===== src/rtl/syscall_pkg.sv =====
package syscall_pkg;

  localparam int MSR_W = 64;
  localparam int LVL_W = 7;

  // MSR bit positions, LSB = 0
  localparam int B_MODE64 = 63;
  localparam int B_HYPER  = 60;
  localparam int B_UNDEF  = 58;
  localparam int B_TSHI   = 34;
  localparam int B_TSLO   = 33;
  localparam int B_TXEN   = 32;
  localparam int B_VECU   = 25;
  localparam int B_VSXU   = 23;
  localparam int B_EXTIE  = 15;
  localparam int B_PROB   = 14;
  localparam int B_FPU    = 13;
  localparam int B_FEXA   = 11;
  localparam int B_TRHI   = 10;
  localparam int B_TRLO   = 9;
  localparam int B_FEXB   = 8;
  localparam int B_ITRAN  = 5;
  localparam int B_DTRAN  = 4;
  localparam int B_PMARK  = 3;
  localparam int B_RECOV  = 1;
  localparam int B_LEND   = 0;

  localparam logic [MSR_W-1:0] ONE = {{(MSR_W-1){1'b0}}, 1'b1};

  localparam logic [MSR_W-1:0] MSR_CLR =
      (ONE << B_UNDEF) | (ONE << B_TXEN)  | (ONE << B_VECU)  | (ONE << B_VSXU) |
      (ONE << B_EXTIE) | (ONE << B_PROB)  | (ONE << B_FPU)   | (ONE << B_FEXA) |
      (ONE << B_TRHI)  | (ONE << B_TRLO)  | (ONE << B_FEXB)  | (ONE << B_ITRAN) |
      (ONE << B_DTRAN) | (ONE << B_PMARK) | (ONE << B_RECOV);

  localparam logic [MSR_W-1:0] MSR_SET = (ONE << B_MODE64) | (ONE << B_LEND);

  // Reserved ranges zeroed in the saved status word: bits 30..27 and 21..16
  localparam logic [MSR_W-1:0] STAT_ZERO = (64'hF << 27) | (64'h3F << 16);

  function automatic logic is_hyper_level(input logic [LVL_W-1:0] lvl);
    return lvl == LVL_W'(1);
  endfunction

  function automatic logic [1:0] fold_ts(input logic [1:0] ts);
    return (ts == 2'b10) ? 2'b01 : ts;
  endfunction

  function automatic logic [MSR_W-1:0] handler_msr(input logic [MSR_W-1:0] msr,
                                                   input logic [LVL_W-1:0] lvl);
    logic [MSR_W-1:0] m;
    logic [1:0]       ts;
    m  = (msr & ~MSR_CLR) | MSR_SET;
    ts = fold_ts({msr[B_TSHI], msr[B_TSLO]});
    m[B_TSHI]  = ts[1];
    m[B_TSLO]  = ts[0];
    m[B_HYPER] = is_hyper_level(lvl);
    return m;
  endfunction

  function automatic logic [MSR_W-1:0] saved_status(input logic [MSR_W-1:0] msr);
    return msr & ~STAT_ZERO;
  endfunction

endpackage


===== src/rtl/syscall_msr_calc.sv =====
module syscall_msr_calc
  import syscall_pkg::*;
(
  input  logic [MSR_W-1:0] msr_in,
  input  logic [LVL_W-1:0] level,
  output logic [MSR_W-1:0] msr_out,
  output logic             hv_hit,
  output logic             ts_fold
);
  always_comb begin
    msr_out = handler_msr(msr_in, level);
    hv_hit  = is_hyper_level(level);
    ts_fold = msr_in[B_TSHI] & ~msr_in[B_TSLO];
  end
endmodule


===== src/rtl/syscall_status_calc.sv =====
module syscall_status_calc
  import syscall_pkg::*;
(
  input  logic [MSR_W-1:0] msr_in,
  output logic [MSR_W-1:0] status_out
);
  always_comb status_out = saved_status(msr_in);
endmodule


===== src/rtl/syscall_ret_calc.sv =====
module syscall_ret_calc #(
  parameter int PC_W   = 64,
  parameter int INSN_B = 4
) (
  input  logic [PC_W-1:0] pc_in,
  output logic [PC_W-1:0] ret_out
);
  localparam logic [PC_W-1:0] STEP = PC_W'(INSN_B);
  always_comb ret_out = pc_in + STEP;
endmodule


===== src/rtl/syscall_entry.sv =====
module syscall_entry
  import syscall_pkg::*;
#(
  parameter int              PC_W   = 64,
  parameter logic [PC_W-1:0] VECTOR = PC_W'(64'h0C00)
) (
  input  logic             clk,
  input  logic             rst_n,
  input  logic             in_valid,
  input  logic [MSR_W-1:0] cur_msr,
  input  logic [PC_W-1:0]  cur_pc,
  input  logic [LVL_W-1:0] sc_level,
  output logic             out_valid,
  output logic [MSR_W-1:0] new_msr,
  output logic             msr_we,
  output logic [PC_W-1:0]  save_pc,
  output logic             save_pc_we,
  output logic [MSR_W-1:0] save_status,
  output logic             save_status_we,
  output logic [PC_W-1:0]  new_pc
);
  logic [MSR_W-1:0] msr_nx;
  logic [MSR_W-1:0] stat_nx;
  logic [PC_W-1:0]  ret_nx;
  logic             hv_hit;
  logic             ts_fold;

  syscall_msr_calc u_msr (
    .msr_in (cur_msr),
    .level  (sc_level),
    .msr_out(msr_nx),
    .hv_hit (hv_hit),
    .ts_fold(ts_fold)
  );

  syscall_status_calc u_stat (
    .msr_in    (cur_msr),
    .status_out(stat_nx)
  );

  syscall_ret_calc #(.PC_W(PC_W)) u_ret (
    .pc_in  (cur_pc),
    .ret_out(ret_nx)
  );

  always_ff @(posedge clk or negedge rst_n) begin
    if (!rst_n) begin
      out_valid      <= 1'b0;
      msr_we         <= 1'b0;
      save_pc_we     <= 1'b0;
      save_status_we <= 1'b0;
    end else begin
      out_valid      <= in_valid;
      msr_we         <= in_valid;
      save_pc_we     <= in_valid;
      save_status_we <= in_valid;
    end
  end

  always_ff @(posedge clk or negedge rst_n) begin
    if (!rst_n) begin
      new_msr     <= '0;
      save_pc     <= '0;
      save_status <= '0;
      new_pc      <= '0;
    end else if (in_valid) begin
      new_msr     <= msr_nx;
      save_pc     <= ret_nx;
      save_status <= stat_nx;
      new_pc      <= VECTOR;
    end
  end
endmodule


===== config.mk =====
export PLATFORM = sky130hd
export DESIGN_NAME = syscall_entry
export DESIGN_NICKNAME = d
export VERILOG_FILES = /design/src/rtl/syscall_pkg.sv /design/src/rtl/syscall_msr_calc.sv /design/src/rtl/syscall_status_calc.sv /design/src/rtl/syscall_ret_calc.sv /design/src/rtl/syscall_entry.sv
export SDC_FILE = /design/constraint.sdc
export NUM_CORES = 1
export LEC_CHECK = 0
export ABC_AREA = 1
export BUFFER_PORTS_ARGS = -buffer_cell sky130_fd_sc_hd__buf_2
export CAP_MARGIN = 25
export CORE_AREA = 3 3 154 156
export CTS_CLUSTER_SIZE = 12
export DETAILED_ROUTE_END_ITERATION = 10
export DIE_AREA = 0 0 157 159
export PLACE_DENSITY = 0.66
export SLEW_MARGIN = 10
export SYNTH_ARGS = -nofsm -noshare
export SYNTH_HDL_FRONTEND = slang
export SYNTH_SLANG_ARGS = --single-unit
export TNS_END_PERCENT = 5

===== constraint.sdc =====
create_clock -name clk -period 0.8 [get_ports clk]
set_clock_uncertainty 0.05 [all_clocks]
set_input_delay 0.04 -clock clk [delete_from_list [all_inputs] [get_ports clk]]
set_output_delay 0.04 -clock clk [all_outputs]
set_load 0.005 [all_outputs]

Word-level counts from Yosys, hierarchy flattened
Cells that the tools add are included.
W data, S select, Z words.
- register bits: 169
- input bits: 138
- word-level logic and storage cells: 9
- add/sub/neg operators: 1
- equal/unequal tests: 2
- mux-type cells: 1
- operators by type and width (cell ; count):
    $add A64 B3 Y64 const B ; 1
    $eq A7 B1 Y1 const B ; 1
    $eq A2 B2 Y1 const B ; 1
    $mux W2 ; 1

Longest topological paths before layout
- depth after elaboration: 2
- mapped depth: 11
- depth with buffers taken out: 11

By module
A second synthesis with hierarchy kept.
- cells, all modules: 1462
- area, all modules: 10936.7 µm²
- modules (own cells, without submodules) (module ; instances ; cells each ; area each (µm²) ; sequential area each (µm²)):
    syscall_entry ; 1 ; 882 ; 7887.6 ; 4854.7
    syscall_ret_calc ; 1 ; 438 ; 2038.2 ; 0.0
    syscall_msr_calc ; 1 ; 77 ; 526.8 ; 0.0
    syscall_status_calc ; 1 ; 65 ; 484.2 ; 0.0

Least setup slack after synthesis
No wires, ideal clock.
- path type: input-to-reg
- from: input cur_pc[2]
- to: register save_pc[54]
- setup time: 0.117 ns
- arrival time: 1.022 ns
- data required time: 0.633 ns
- setup slack: -0.390 ns
- stages on the path: 10
- path buffers: 0
- path through: ha_1 nand2_2 nor2_4 nand2_4 nor2_8 nand2_2 nor2_1 nand2_1 nand3_1 nand2_1
- word-level cells in the longest chain between the ends: 1
- ends and longest elaborated chain (item ; RTL line ; text):
    start, declared ; syscall_entry.sv:11 ; input logic [PC_W-1:0] cur_pc,
    $add A64 B3 Y64 ; syscall_ret_calc.sv:9 ; always_comb ret_out = pc_in + STEP;
    end signal, assigned ; syscall_entry.sv:68 ; save_pc <= ret_nx;
    end, declared ; syscall_entry.sv:16 ; output logic [PC_W-1:0] save_pc,
No other way between the ends.
A chain may end at the register's enable or synchronous reset.

Worst setup path after layout
- from: register save_status_we
- to: output save_status_we
- RTL lines (item ; RTL line ; text):
    start, declared ; syscall_entry.sv:19 ; output logic save_status_we,
    start signal, assigned ; syscall_entry.sv:56 ; save_status_we <= in_valid;
No word-level cell between the ends.

==> impl_metrics.env <==
export IMPL_run_status="complete, but fails checks"
export IMPL_violations_in_the_final_reports="negative hold slack, negative setup slack"
export IMPL_totalPowerFinal_mw=19.1
export IMPL_first_global_vias=8390
export IMPL_syn_to_final_growth_pct=52.7
export IMPL_fmax_mhz=848
export IMPL_floorplan_core_area_sq_um=22500
export IMPL_swShare=0.305
export IMPL_initial_utilization=0.349
export IMPL_irDropWorstVdd_mv=1.38
export IMPL_dr_total_vias=8378
export IMPL_flop_and_latch_count_out_of_synthesis=133
export IMPL_cts_htree_levels=4
export IMPL_critPathCaptureType="output pin"
export IMPL_antenna_violations_before_repair=2
export IMPL_worst_skew_pair_late_latency_ps=420
export IMPL_pwr_share_comb=0.198
export IMPL_grt_use_total=0.226
export IMPL_report_final_setup_viol=220
export IMPL_cts_path_max_buffers=2
export IMPL_detailedPlacementHpwl_microns=21800
export IMPL_design_area_sq_um=12000
export IMPL_cell_internal_pwr_mw=13.3
export IMPL_cap_viol_max_count=0
export IMPL_clock_sinks=133
export IMPL_wirelength_microns=28900
export IMPL_final_period_utilization=1.47
export IMPL_hold_path_class="in -> reg"
export IMPL_buffer_ports_inserted=310
export IMPL_timing_critical_path_fanout_max=2
export IMPL_postSynthCellCount=1081
export IMPL_globalplace_congestion=0.923
export IMPL_fp_row_count=55
export IMPL_netlist_cell_type_count=30
export IMPL_io_pin_count=398
export IMPL_timing_final_crit_period_ps=1180
export IMPL_floorplan_die_height_microns=159
export IMPL_cts_hold_buffers=96
export IMPL_synth_yosys_warnings=0
export IMPL_avgSynthCellArea_sq_um=7.27
export IMPL_fp_dieW_microns=157
export IMPL_hold_viol=21
export IMPL_synthesis_area_sq_um=7860
export IMPL_grt_ovfl_total=0
export IMPL_numCtsBuffers=17
export IMPL_clk_pin_slew_worst_paths_ps=60
export IMPL_postRouteAntennaNets=0
export IMPL_clock_power_share=0.399
export IMPL_final_core_util=0.533
export IMPL_dominantRegCellSynth="sky130_fd_sc_hd__dfrtp_1"
export IMPL_worstSetupPathType="reg -> out"
export IMPL_proportion_of_register_bits_with_asynchronous_set_or_reset_after_synthesis=1.00
export IMPL_drt_vias_per_instance=4.48
export IMPL_drt_initial_drc_count=553
export IMPL_most_frequent_cells_in_the_layout="462 x sky130_fd_sc_hd__nand2_1, 289 x sky130_fd_sc_hd__buf_2, 133 x sky130_fd_sc_hd__dfrtp_1"
export IMPL_critical_path_arrival_ps=1090
export IMPL_ys_seq_area_frac=0.423
export IMPL_global_route_wire_length_before_repair_microns=44400
export IMPL_die_area_sq_um=25000
export IMPL_timing_max_transition_violations_final=0
export IMPL_layout_drive_gt1_share=0.346
export IMPL_setup_worst_path_start_class="register"
export IMPL_tritoncts_clock_tree="yes"
export IMPL_placedInstanceArea_sq_um=10200
export IMPL_remaining_drc_errors=0
export IMPL_synth_edf_count=0
export IMPL_pin_count_of_the_biggest_net_entering_global_routing=48
export IMPL_switchingPower_mw=5.83
export IMPL_rsz0062_at_grt="true"
export IMPL_sequentialPowerShare=0.403
export IMPL_cts_root_buf="sky130_fd_sc_hd__clkbuf_16"
export IMPL_timing_critical_path_required_ps=710
export IMPL_p_leak_nw=6.59
export IMPL_drt_wl_cell_microns=15.5
export IMPL_drt_first_pass_iters=5
export IMPL_layout_nets=1709
export IMPL_pd_cells_nw_per_um2=1590
export IMPL_post_route_hold_slack_ps=-217
export IMPL_setup_ws_ps=-379
export IMPL_mostFrequentLayoutCell="sky130_fd_sc_hd__nand2_1"
final cells by class:
type,instances,area [sq um]
diodes,1,2.50
clock buffers,17,425
flip-flops and latches,133,3330
fillers,2127,10500
multi-input cells,828,3790
well taps,285,357
inverters,51,194
clock inverters,15,136
repair buffers,539,3770
cells by family after synthesis:
family | Yosys count | synth area share
compound gates | 45 | 0.0337
xor+xnor | 27 | 0.0301
fa+ha+maj | 1 | 0.00159
buf+inv | 206 | 0.160
flops | 133 | 0.423
other cells | 1 | 0.000477
simple gates | 668 | 0.351
what timing repair did:
item	CTS	global route
setup buffers	0	0
gates resized for setup	49	30
pin swaps	10	8
endpoints found under the setup margin	226	231
hold endpoints to repair	246	15
path summary, 6_finish.rpt:
kind	start	end	cells after the start	slack, ps
worst max-delay path	save_status_we	save_status_we	2	-380
worst min-delay path	cur_pc[2]	save_pc[2]	2	-220
worst max register to register	new_msr[0]	new_msr[0]	1	30
worst min register to register	new_msr[17]	new_msr[17]	2	410
max in group asynchronous	rst_n	new_msr[29]	3	220
min in group asynchronous	rst_n	new_msr[60]	2	-20
per-layer routing:
| metal | track usage | part of all wire | vias up |
|---|---|---|---|
| li1 | - | - | 4101 |
| met1 | 0.277 | 0.41 | 3892 |
| met2 | 0.391 | 0.49 | 327 |
| met3 | 0.0473 | 0.069 | 56 |
| met4 | 0.0776 | 0.030 | 2 |
| met5 | 0 | 0.00045 | - |
critical path: stages, from the launching register on:
cell                      delay [ps]
sky130_fd_sc_hd__dfrtp_1         400
sky130_fd_sc_hd__buf_4           150
sky130_fd_sc_hd__buf_2           120
flip-flops by register name, summed over array words and instances, names as in the netlist:
name,count
new_msr,14
save_status,54
save_status_we,1
save_pc,64
per-stage QoR:
step	setup WS (ps)	TNS, ps	instances
final	-379	-45680	1869
after global routing	-420	-57160	1869
after CTS	-414	-48150	1868
after detailed placement	-672	-39420	1740
after global placement	-686	-38260	1740
after floorplan	-309	-16670	1167
cell usage after synthesis, types with 3 or more instances:
| cell | count | area (sq um) |
|---|---|---|
| sky130_fd_sc_hd__nand3_1 | 52 | 260 |
| sky130_fd_sc_hd__dfrtp_1 | 133 | 3330 |
| sky130_fd_sc_hd__o21ai_1 | 10 | 50.1 |
| sky130_fd_sc_hd__nand2_2 | 9 | 56.3 |
| sky130_fd_sc_hd__clkbuf_1 | 25 | 93.8 |
| sky130_fd_sc_hd__nand2_1 | 470 | 1760 |
| sky130_fd_sc_hd__nand4_1 | 6 | 37.5 |
| sky130_fd_sc_hd__nor2_1 | 108 | 405 |
| sky130_fd_sc_hd__a31oi_1 | 3 | 18.8 |
| sky130_fd_sc_hd__o21bai_1 | 13 | 97.6 |
| sky130_fd_sc_hd__xnor2_1 | 15 | 131 |
| sky130_fd_sc_hd__nor2_2 | 5 | 31.3 |
| sky130_fd_sc_hd__buf_4 | 128 | 961 |
| sky130_fd_sc_hd__inv_1 | 48 | 180 |
| sky130_fd_sc_hd__o21ai_0 | 18 | 90.1 |
| sky130_fd_sc_hd__xor2_1 | 12 | 105 |
| sky130_fd_sc_hd__nor2_4 | 6 | 67.6 |
| sky130_fd_sc_hd__nand2_4 | 5 | 56.3 |
power groups by stage:
stage          Clock (mW)  Sequential (mW)  Combinational, mW
2_1_floorplan           0             7.83               1.62
3_3_place_gp            0             7.80               3.24
3_5_place_dp            0             7.80               3.28
4_1_cts              7.81             7.70               3.73
5_1_grt              8.10             7.78               4.18
6_report             7.62             7.71               3.78
Power figures use the tool's default switching activity.
